### src/rtl/speed_pkg.sv
// Shared types and decoders for the speed error detector.
// Assumes the pole code and reference word are quasi-static configuration.
package speed_pkg;

    typedef enum logic [1:0] {
        REF_IDLE = 2'd0,
        REF_RUN  = 2'd1,
        REF_LATE = 2'd2
    } ref_state_t;

    // Zero-crossing toggles per mechanical revolution (poles x 3).
    function automatic logic [5:0] toggles_per_rev(input logic [1:0] code);
        case (code)
            2'b00:   return 6'd24;
            2'b01:   return 6'd12;
            2'b10:   return 6'd48;
            default: return 6'd36;
        endcase
    endfunction

endpackage

### src/rtl/tach_divider.sv
// Internal tachometer: counts zero-crossing flag toggles and flips the
// tach level once per mechanical revolution. Assumes zc_flag is synchronous.
module tach_divider #(
    parameter int CNT_W = 6
) (
    input  logic       clk,
    input  logic       rst_n,
    input  logic       zc_flag,
    input  logic [1:0] pole_code,
    output logic       tach
);
    import speed_pkg::*;

    logic             zc_prev;
    logic             zc_toggle;
    logic [CNT_W-1:0] tog_cnt;
    logic [CNT_W-1:0] wrap_at;

    assign zc_toggle = zc_flag ^ zc_prev;
    assign wrap_at   = CNT_W'(toggles_per_rev(pole_code) - 6'd1);

    // Track toggles and flip tach at the end of each revolution.
    always_ff @(posedge clk) begin
        if (!rst_n) begin
            zc_prev <= 1'b0;
            tog_cnt <= '0;
            tach    <= 1'b0;
        end else begin
            zc_prev <= zc_flag;
            if (zc_toggle) begin
                if (tog_cnt >= wrap_at) begin
                    tog_cnt <= '0;
                    tach    <= ~tach;
                end else begin
                    tog_cnt <= tog_cnt + CNT_W'(1);
                end
            end
        end
    end

    // Tach only moves on a toggle of the zero-crossing flag.
    assert_tach_on_toggle_R1: assert property (@(posedge clk) disable iff (!rst_n)
        !zc_toggle |=> $stable(tach));

endmodule

### src/rtl/sector_sync.sv
// Multi-flop synchroniser for the asynchronous sector pulse input.
// Assumes the pulse is wider than STAGES clock cycles.
module sector_sync #(
    parameter int STAGES = 2
) (
    input  logic clk,
    input  logic rst_n,
    input  logic async_in,
    output logic sync_out
);
    logic [STAGES-1:0] chain;

    generate
        for (genvar g = 0; g < STAGES; g++) begin : g_stage
            if (g == 0) begin : g_first
                // First capture flop.
                always_ff @(posedge clk) begin
                    if (!rst_n) chain[0] <= 1'b0;
                    else        chain[0] <= async_in;
                end
            end else begin : g_next
                // Following resolution flop.
                always_ff @(posedge clk) begin
                    if (!rst_n) chain[g] <= 1'b0;
                    else        chain[g] <= chain[g-1];
                end
            end
        end
    endgenerate

    assign sync_out = chain[STAGES-1];

endmodule

### src/rtl/ref_error_timer.sv
// Reference period counter and lead/lag error pulse generator.
// A tach event restarts the count; an early event loads a too-fast pulse of
// the remaining length, and expiry raises too-slow until the next event.
module ref_error_timer #(
    parameter int CNT_W = 18
) (
    input  logic             clk,
    input  logic             rst_n,
    input  logic             tach_event,
    input  logic [CNT_W-1:0] period,
    output logic             fast_on,
    output logic             slow_on,
    output logic             running,
    output logic             pullup_req
);
    import speed_pkg::*;

    ref_state_t       state;
    logic [CNT_W-1:0] ref_cnt;
    logic [CNT_W-1:0] fast_cnt;
    logic             fast_load;

    assign fast_load = tach_event && (state == REF_RUN) && (ref_cnt < period);

    // Reference sequencing: restart on event, expire into the late state.
    always_ff @(posedge clk) begin
        if (!rst_n) begin
            state   <= REF_IDLE;
            ref_cnt <= '0;
        end else if (tach_event) begin
            state   <= REF_RUN;
            ref_cnt <= CNT_W'(1);
        end else if (state == REF_RUN) begin
            if (ref_cnt >= period) state <= REF_LATE;
            else                   ref_cnt <= ref_cnt + CNT_W'(1);
        end
    end

    // Too-fast pulse width counter: load lead time, then count down.
    always_ff @(posedge clk) begin
        if (!rst_n)                fast_cnt <= '0;
        else if (fast_load)        fast_cnt <= period - ref_cnt;
        else if (fast_cnt != '0)   fast_cnt <= fast_cnt - CNT_W'(1);
    end

    // Start-up pull-up request, released by the first too-fast result.
    always_ff @(posedge clk) begin
        if (!rst_n)         pullup_req <= 1'b1;
        else if (fast_load) pullup_req <= 1'b0;
    end

    assign fast_on = (fast_cnt != '0);
    assign slow_on = (state == REF_LATE);
    assign running = (state == REF_RUN);

    // Release follows the first too-fast load.
    assert_pullup_release_R7: assert property (@(posedge clk) disable iff (!rst_n)
        fast_load |=> !pullup_req);
    // Once released, the request never returns before reset.
    assert_pullup_sticky_R7: assert property (@(posedge clk) disable iff (!rst_n)
        !pullup_req |=> !pullup_req);
    // Too-slow persists until a tach event ends it.
    assert_slow_hold_R6: assert property (@(posedge clk) disable iff (!rst_n)
        (slow_on && !tach_event) |=> slow_on);
    // An event always leaves the block counting.
    assert_event_restart_R4: assert property (@(posedge clk) disable iff (!rst_n)
        tach_event |=> running && !slow_on);

endmodule

### src/rtl/speed_error_detector.sv
// Top: selects the tachometer source, detects its falling edges and drives
// the reference timer. Source changes are deferred while a count runs.
// Assumes zc_flag is synchronous to clk; sector_in may be asynchronous.
module speed_error_detector #(
    parameter int REF_W      = 14,
    parameter int BASE_SHIFT = 4,
    parameter int SYNC_STG   = 2
) (
    input  logic             clk,
    input  logic             rst_n,
    input  logic             zc_flag,
    input  logic             sector_in,
    input  logic [1:0]       pole_code,
    input  logic [REF_W-1:0] ref_word_n,
    input  logic             use_sector,
    input  logic             ext_speed,
    output logic             err_fast,
    output logic             err_slow,
    output logic             pullup_req,
    output logic             sync_status,
    output logic             tach_out
);
    localparam int CNT_W    = REF_W + BASE_SHIFT;
    localparam int TOG_CNT_W = 6;

    logic             tach_int;
    logic             sec_sync;
    logic             active_src;
    logic             src_switch;
    logic             tach_sel;
    logic             tach_prev;
    logic             tach_event;
    logic             fast_on;
    logic             slow_on;
    logic             running;
    logic [CNT_W-1:0] period;

    assign period = {~ref_word_n, {BASE_SHIFT{1'b0}}};

    tach_divider #(.CNT_W(TOG_CNT_W)) i_tach_divider (
        .clk       (clk),
        .rst_n     (rst_n),
        .zc_flag   (zc_flag),
        .pole_code (pole_code),
        .tach      (tach_int)
    );

    sector_sync #(.STAGES(SYNC_STG)) i_sector_sync (
        .clk      (clk),
        .rst_n    (rst_n),
        .async_in (sector_in),
        .sync_out (sec_sync)
    );

    assign src_switch = !running && (use_sector != active_src);
    assign tach_sel   = active_src ? sec_sync : tach_int;
    assign tach_event = !src_switch && tach_prev && !tach_sel;

    // Apply a source change only when no reference count is running.
    always_ff @(posedge clk) begin
        if (!rst_n)          active_src <= 1'b0;
        else if (src_switch) active_src <= use_sector;
    end

    // Edge history; reseeded from the new source on a switch.
    always_ff @(posedge clk) begin
        if (!rst_n)          tach_prev <= 1'b0;
        else if (src_switch) tach_prev <= use_sector ? sec_sync : tach_int;
        else                 tach_prev <= tach_sel;
    end

    ref_error_timer #(.CNT_W(CNT_W)) i_ref_error_timer (
        .clk        (clk),
        .rst_n      (rst_n),
        .tach_event (tach_event),
        .period     (period),
        .fast_on    (fast_on),
        .slow_on    (slow_on),
        .running    (running),
        .pullup_req (pullup_req)
    );

    assign err_fast    = fast_on && !ext_speed;
    assign err_slow    = slow_on && !ext_speed;
    assign sync_status = running;
    assign tach_out    = tach_sel;

    // The selected source is frozen while a count is in progress.
    assert_src_frozen_R9: assert property (@(posedge clk) disable iff (!rst_n)
        running |=> $stable(active_src));

endmodule

### config.mk
export PLATFORM = sky130hd
export DESIGN_NAME = speed_error_detector
export DESIGN_NICKNAME = d
export VERILOG_FILES = /design/src/rtl/speed_pkg.sv /design/src/rtl/tach_divider.sv /design/src/rtl/sector_sync.sv /design/src/rtl/ref_error_timer.sv /design/src/rtl/speed_error_detector.sv
export SDC_FILE = /design/constraint.sdc
export NUM_CORES = 1
export LEC_CHECK = 0
export CORE_UTILIZATION = 64
export DETAILED_ROUTE_END_ITERATION = 12
export PLACE_DENSITY = 0.86
export SLEW_MARGIN = 20
export SYNTH_ARGS = -nofsm -noshare
export SYNTH_HDL_FRONTEND = slang
export SYNTH_SLANG_ARGS = --single-unit
### constraint.sdc
create_clock -name clk -period 4.2 [get_ports clk]
set_clock_uncertainty 0.15 [all_clocks]
set_input_delay 0.84 -clock clk [delete_from_list [all_inputs] [get_ports clk]]
set_output_delay 0.84 -clock clk [all_outputs]
set_load 0.01 [all_outputs]
; ---- Word-level counts from Yosys, hierarchy flattened
; Cells that the tools add are included.
[classes]
reduce_logical = 22
eq_ne = 6
n_lt_le_gt_ge = 3
bitwise_logic = 5
addsub = 5
mux = 13
[ops]
columns = operator, count
row1 = 18-bit two-way mux, 2
row2 = 18-bit by 1-bit adder with 18-bit output (second input constant), 1
row3 = 18-bit greater-or-equal comparator, 1
row4 = 18-bit less-than comparator, 1
row5 = 6-bit one-hot mux with 3 select lines, 1
row6 = 18-bit nonzero test, 1
row7 = 18-bit by 1-bit subtractor with 18-bit output (second input constant), 1
row8 = 18-bit subtractor, 1
row9 = 14-bit inverter, 1
row10 = 2-bit AND reduction, 5
row11 = 1-bit two-way mux, 9
row12 = 1-bit logical AND, 7
row13 = 6-bit by 1-bit adder with 6-bit output (second input constant), 1
row14 = 6-bit greater-or-equal comparator, 1
row15 = 6-bit two-way mux, 1
row16 = 2-bit nonzero test, 3
row17 = 6-bit by 1-bit subtractor with 6-bit output (second input constant), 1
row18 = 2-bit by 1-bit == test with 1-bit output (second input constant), 2
row19 = 2-bit == test (second input constant), 2
row20 = 1-bit logical NOT, 4
row21 = 1-bit inverter, 3
row22 = 2-bit logical NOT, 1
row23 = 2-bit by 1-bit inequality test with 1-bit output (second input constant), 1
row24 = 2-bit OR reduction, 1
row25 = 2 further kinds, 2
[totals]
word_cells = 67
out_inout_bits = 5
reg_bits = 51
input_bits = 22

; ---- Longest topological paths before layout
[logic_depth]
depth_word = 9
mapped_depth = 11
mapped_depth_nobuf = 9

; ---- Cells and area by module
; A second synthesis with hierarchy kept.
[unflattened]
hier_cells = 463
hier_area_um2 = 3698.5
[by_module_without_submodules]
columns = module, cells_per_inst, instances, seq_area_each_um2, area_per_inst_um2
row1 = ref_error_timer, 378, 1, 780.7, 2989.1
row2 = tach_divider, 51, 1, 160.2, 471.7
row3 = speed_error_detector, 30, 1, 40.0, 185.2
row4 = sector_sync, 4, 1, 40.0, 52.6

; ---- Least setup slack after synthesis
; Ideal clock, no wire load.
[synth_timing]
path_kind = input -> register
from = in ref_word_n[8]
to = reg i_ref_error_timer.ref_cnt[16]
required_ns = 3.980
path_buffers = 2
cell_stages = 10
path_slack_ns = 1.164
arrival_ns = 2.815
cell_sequence = inv_1 -> ha_1 -> clkbuf_2 -> and4_1 -> and4_1 -> a211oi_2 -> a22oi_4 -> buf_6 -> or4_1 -> a21oi_1
[synth_via]
elab_chain_cells = 4
[synth_lines]
columns = item, line
row1 = start: declaration, speed_error_detector.sv:14  ; input logic [REF_W-1:0] ref_word_n,
row2 = 14-bit inverter, speed_error_detector.sv:38  ; assign period = {~ref_word_n, {BASE_SHIFT{1'b0}}};
row3 = 18-bit greater-or-equal comparator, ref_error_timer.sv:34  ; if (ref_cnt >= period) state <= REF_LATE;
row4 = 1-bit inverter (no line), --
row5 = 2-bit AND reduction (no line), --
row6 = end signal: assignment, ref_error_timer.sv:35  ; else ref_cnt <= ref_cnt + CNT_W'(1);
row7 = end: declaration, ref_error_timer.sv:19  ; logic [CNT_W-1:0] ref_cnt;
; No other way between the ends.
; A chain may end at the register's enable or synchronous reset.

; ---- Final worst setup path
[layout_timing]
from = reg i_ref_error_timer.fast_cnt[7]
to = out err_fast
[layout_via]
elab_chain_cells = 2
[layout_lines]
columns = item, line
row1 = start: declaration, ref_error_timer.sv:20  ; logic [CNT_W-1:0] fast_cnt;
row2 = start signal: assignment, ref_error_timer.sv:42  ; else if (fast_load) fast_cnt <= period - ref_cnt;
row3 = start signal: assignment, ref_error_timer.sv:43  ; else if (fast_cnt != '0) fast_cnt <= fast_cnt - CNT_W'(1);
row4 = 18-bit nonzero test, ref_error_timer.sv:52  ; assign fast_on = (fast_cnt != '0);
row5 = 1-bit logical AND, speed_error_detector.sv:83  ; assign err_fast = fast_on && !ext_speed;
row6 = end: declaration, speed_error_detector.sv:17  ; output logic err_fast,
; No other way between the ends.

==> results.toml <==
[setup_path]
crit_arrival_ns = 2.59
cp-end-kind = "primary output"
r2r_start = "i_ref_error_timer.ref_cnt[16]"
cp-startpoint = "i_ref_error_timer.fast_cnt[7]"
crit_fanout = 10
cp-start-kind = "register"
required_ns = 3.21
critPathKind = "reg -> out"

[timing]
fin_crit_sh_pct = 85.1
final-setup-viol-count = 0
clock.fmax_mhz = 280
hold_viol = 0
holdWs_ns = 0.290
fin_tns_setup_ns = 0
rsz0062_at_grt = "no"
slew_violations = 0
slew_headroom_pct = 59.3
worstMarginPinSlew_ns = 0.606
fin_crit_ns = 3.58

[synthesis]
synthXorXnorAreaFrac_pct = 8.59
synth.mux.area_fraction_pct = 1.12
syn_area_sq_um = 3570
syn_area_per_cell_sq_um = 8.02
synth_top_family_by_area = "compound AO/OA/AOI/OAI gates"
synth_fp_nets = 493
synth.distinct_cells = 60
synth_compound_area_share_pct = 24.1
synth-edff-count = 0
ys_ff_latch = 51
synthCells = 445
yosysSeqAreaShare_pct = 28.6
async_reset_ff_share_pct = 0
synthFlopType = "dfxtp_1"
synth_fa_ha_area_share_pct = 9.12
ys_warn_count = 0
synth-simple-area-share_pct = 21.7

[pwr]
power_density_nw_per_um2 = 413
total_power_mw = 1.65
power_leakage_nw = 1.55
irDropWorstVdd_mv = 0.283

[clock_tree]
clk_pin_slew_worst_paths_ns = 0.10
h-tree-depth = 2
tritoncts = "done"
cts.sinks = 51
root_buffer = "clkbuf_8"
clk_latency_ns = 0.32
cts_hold_buf = 0
ctsLongestPathBuffers = 2
cts_buffers = 5
cts_resized = 0
cts_setup_buffers = 0

[global_routing]
grt_overflow = 0
grt_antenna_before_repair = 0
gr-usage-all-layers_pct = 28.8
first_global_vias = 3040
grt_pass1_wl_um = 13600
grt_max_degree = 34

[floorplanning]
initial_core_util_pct = 68.1
core_sq_um = 5240
die_y_um = 76.7
fp-row-count = 26
fp.dieArea_sq_um = 5880
io_pins = 27
die_x_um = 76.7

[finish]
syn_to_final_growth_pct = 11.8
nFillCells = 413
fin_cells = 538
drive_gt1_share_pct = 5.56
layout.nets = 515
final_core_util_pct = 76.1
antenna_cells = 0

[route]
num_vias = 3290
drtPass1Iterations = 5
via_per_inst = 6.12
wl_per_cell_um = 15.1
post-route-drc-count = 0
ant_nets = 0
drt_iter0_drc = 187
wirelength_um = 8100

[placement]
numPlacedInstances = 530
portBuffers = 26
dp_hpwl_um = 6140
gp_congestion = 0.831

[hold_path]
hold_start = "i_sector_sync.chain[0]"
hold_path.class = "reg -> reg"

[flow_run]
maxCapViolations = 0

[status]
status = "finished, final reports clean"
==> area by class of cell <==
type | count | area [sq um] | area share [%]
Clock buffer | 6 | 82.6 | 2.07
Timing Repair Buffer | 31 | 298 | 7.47
Sequential cell | 51 | 1020 | 25.6
Tap cell | 70 | 87.6 | 2.20
Multi-Input combinational cell | 337 | 2310 | 57.8
Clock inverter | 2 | 38.8 | 0.973
Inverter | 41 | 154 | 3.86
==> cell usage after synthesis (2+ instances only) <==
master    count  area [sq um]
clkbuf_1      6          22.5
dfxtp_1      51          1020
o32ai_1       4          35.0
nand2_1      38           143
a31oi_1       2          12.5
inv_1        41           154
nor3_1       10          50.1
o31ai_1       6          45.0
a31o_2        3          26.3
buf_2         5          25.0
or4_4         2          22.5
buf_6         2          22.5
and2_1        5          31.3
nor2_1       22          82.6
o211ai_1      8          60.1
ha_1         26           325
nand4_1      10          62.6
o211a_1       4          40.0
xnor2_1      20           175
a211oi_1      6          45.0
or4_1         7          52.6
and3_1        5          31.3
nor4_1        7          43.8
a21o_1        4          30.0
o21ai_0      17          85.1
and4_1        4          35.0
mux2i_1       4          40.0
o21a_1        5          37.5
xor2_1       15           131
a21boi_0      3          22.5
a21oi_1      45           225
or3_1         9          56.3
o31a_1        4          35.0
nand3_1      19          95.1
==> metal layers <==
metal  part of all wire, %  up-vias  global-route usage, %
li1                      -     1663                      -
met1                    46     1534                   36.9
met2                    48       80                   49.1
met3                   3.7       13                   3.45
met4                   2.1        0                   11.5
met5                     0        -                      0
==> cells in the final DEF (no fill, tap or decap), types with 10 or more instances in the layout <==
master and count:
nand3_1 19, nor3_1 10, o21ai_0 17, inv_1 41
nor2_1 22, dfxtp_1 51, clkdlybuf4s50_1 26, nand2_1 38
a21oi_1 45, xor2_1 15, xnor2_1 20, ha_1 26
nand4_1 10
==> kinds of logic (layout without fill, tap and decap cells) <==
logic type,count (synthesis),after routing
AO/OA/AOI/OAI,126,126
XOR/XNOR,35,35
adder cells (fa/ha/maj),26,26
buffers and inverters,57,80
flip-flops,51,51
multiplexers,4,4
AND/OR/NAND/NOR,146,146
==> stage by stage <==
step           setup slack [ns]  instance area [sq um]
5_1_grt                   0.554                   3990
2_1_floorplan              1.16                   3570
3_3_place_gp              0.539                   3870
3_5_place_dp              0.414                   3870
4_1_cts                   0.629                   3990
6_report                  0.624                   3990
==> power breakdown <==
part	switching [mW]	leakage (nW)	internal [mW]	total, mW
Clock	0.172	0.0618	0.196	0.368
Sequential	0.0648	0.415	0.546	0.611
Combinational	0.359	1.07	0.309	0.668
==> flip-flops by register name, summed over array words and instances, names as in the netlist, 2 cells and up <==
name                        count
i_tach_divider.tog_cnt          6
i_ref_error_timer.fast_cnt     18
i_ref_error_timer.ref_cnt      18
i_ref_error_timer.state         2
==> critical path: stages, from the launching register on <==
cell and delay, ns:
dfxtp_1 0.36, or4_4 0.57, or4_4 0.47, nor2_4 0.31, nor2_1 0.07, clkdlybuf4s50_1 0.48
==> worst paths after layout <==
check,slack [ns],end,cells after the start
worst min register to register,0.29,i_sector_sync.sync_out,1
worst max-delay path,0.62,err_fast,5
worst max register to register,1.28,i_ref_error_timer.ref_cnt[15],9
worst min-delay path,0.29,i_sector_sync.sync_out,1
(Power assumes the default switching activity.)
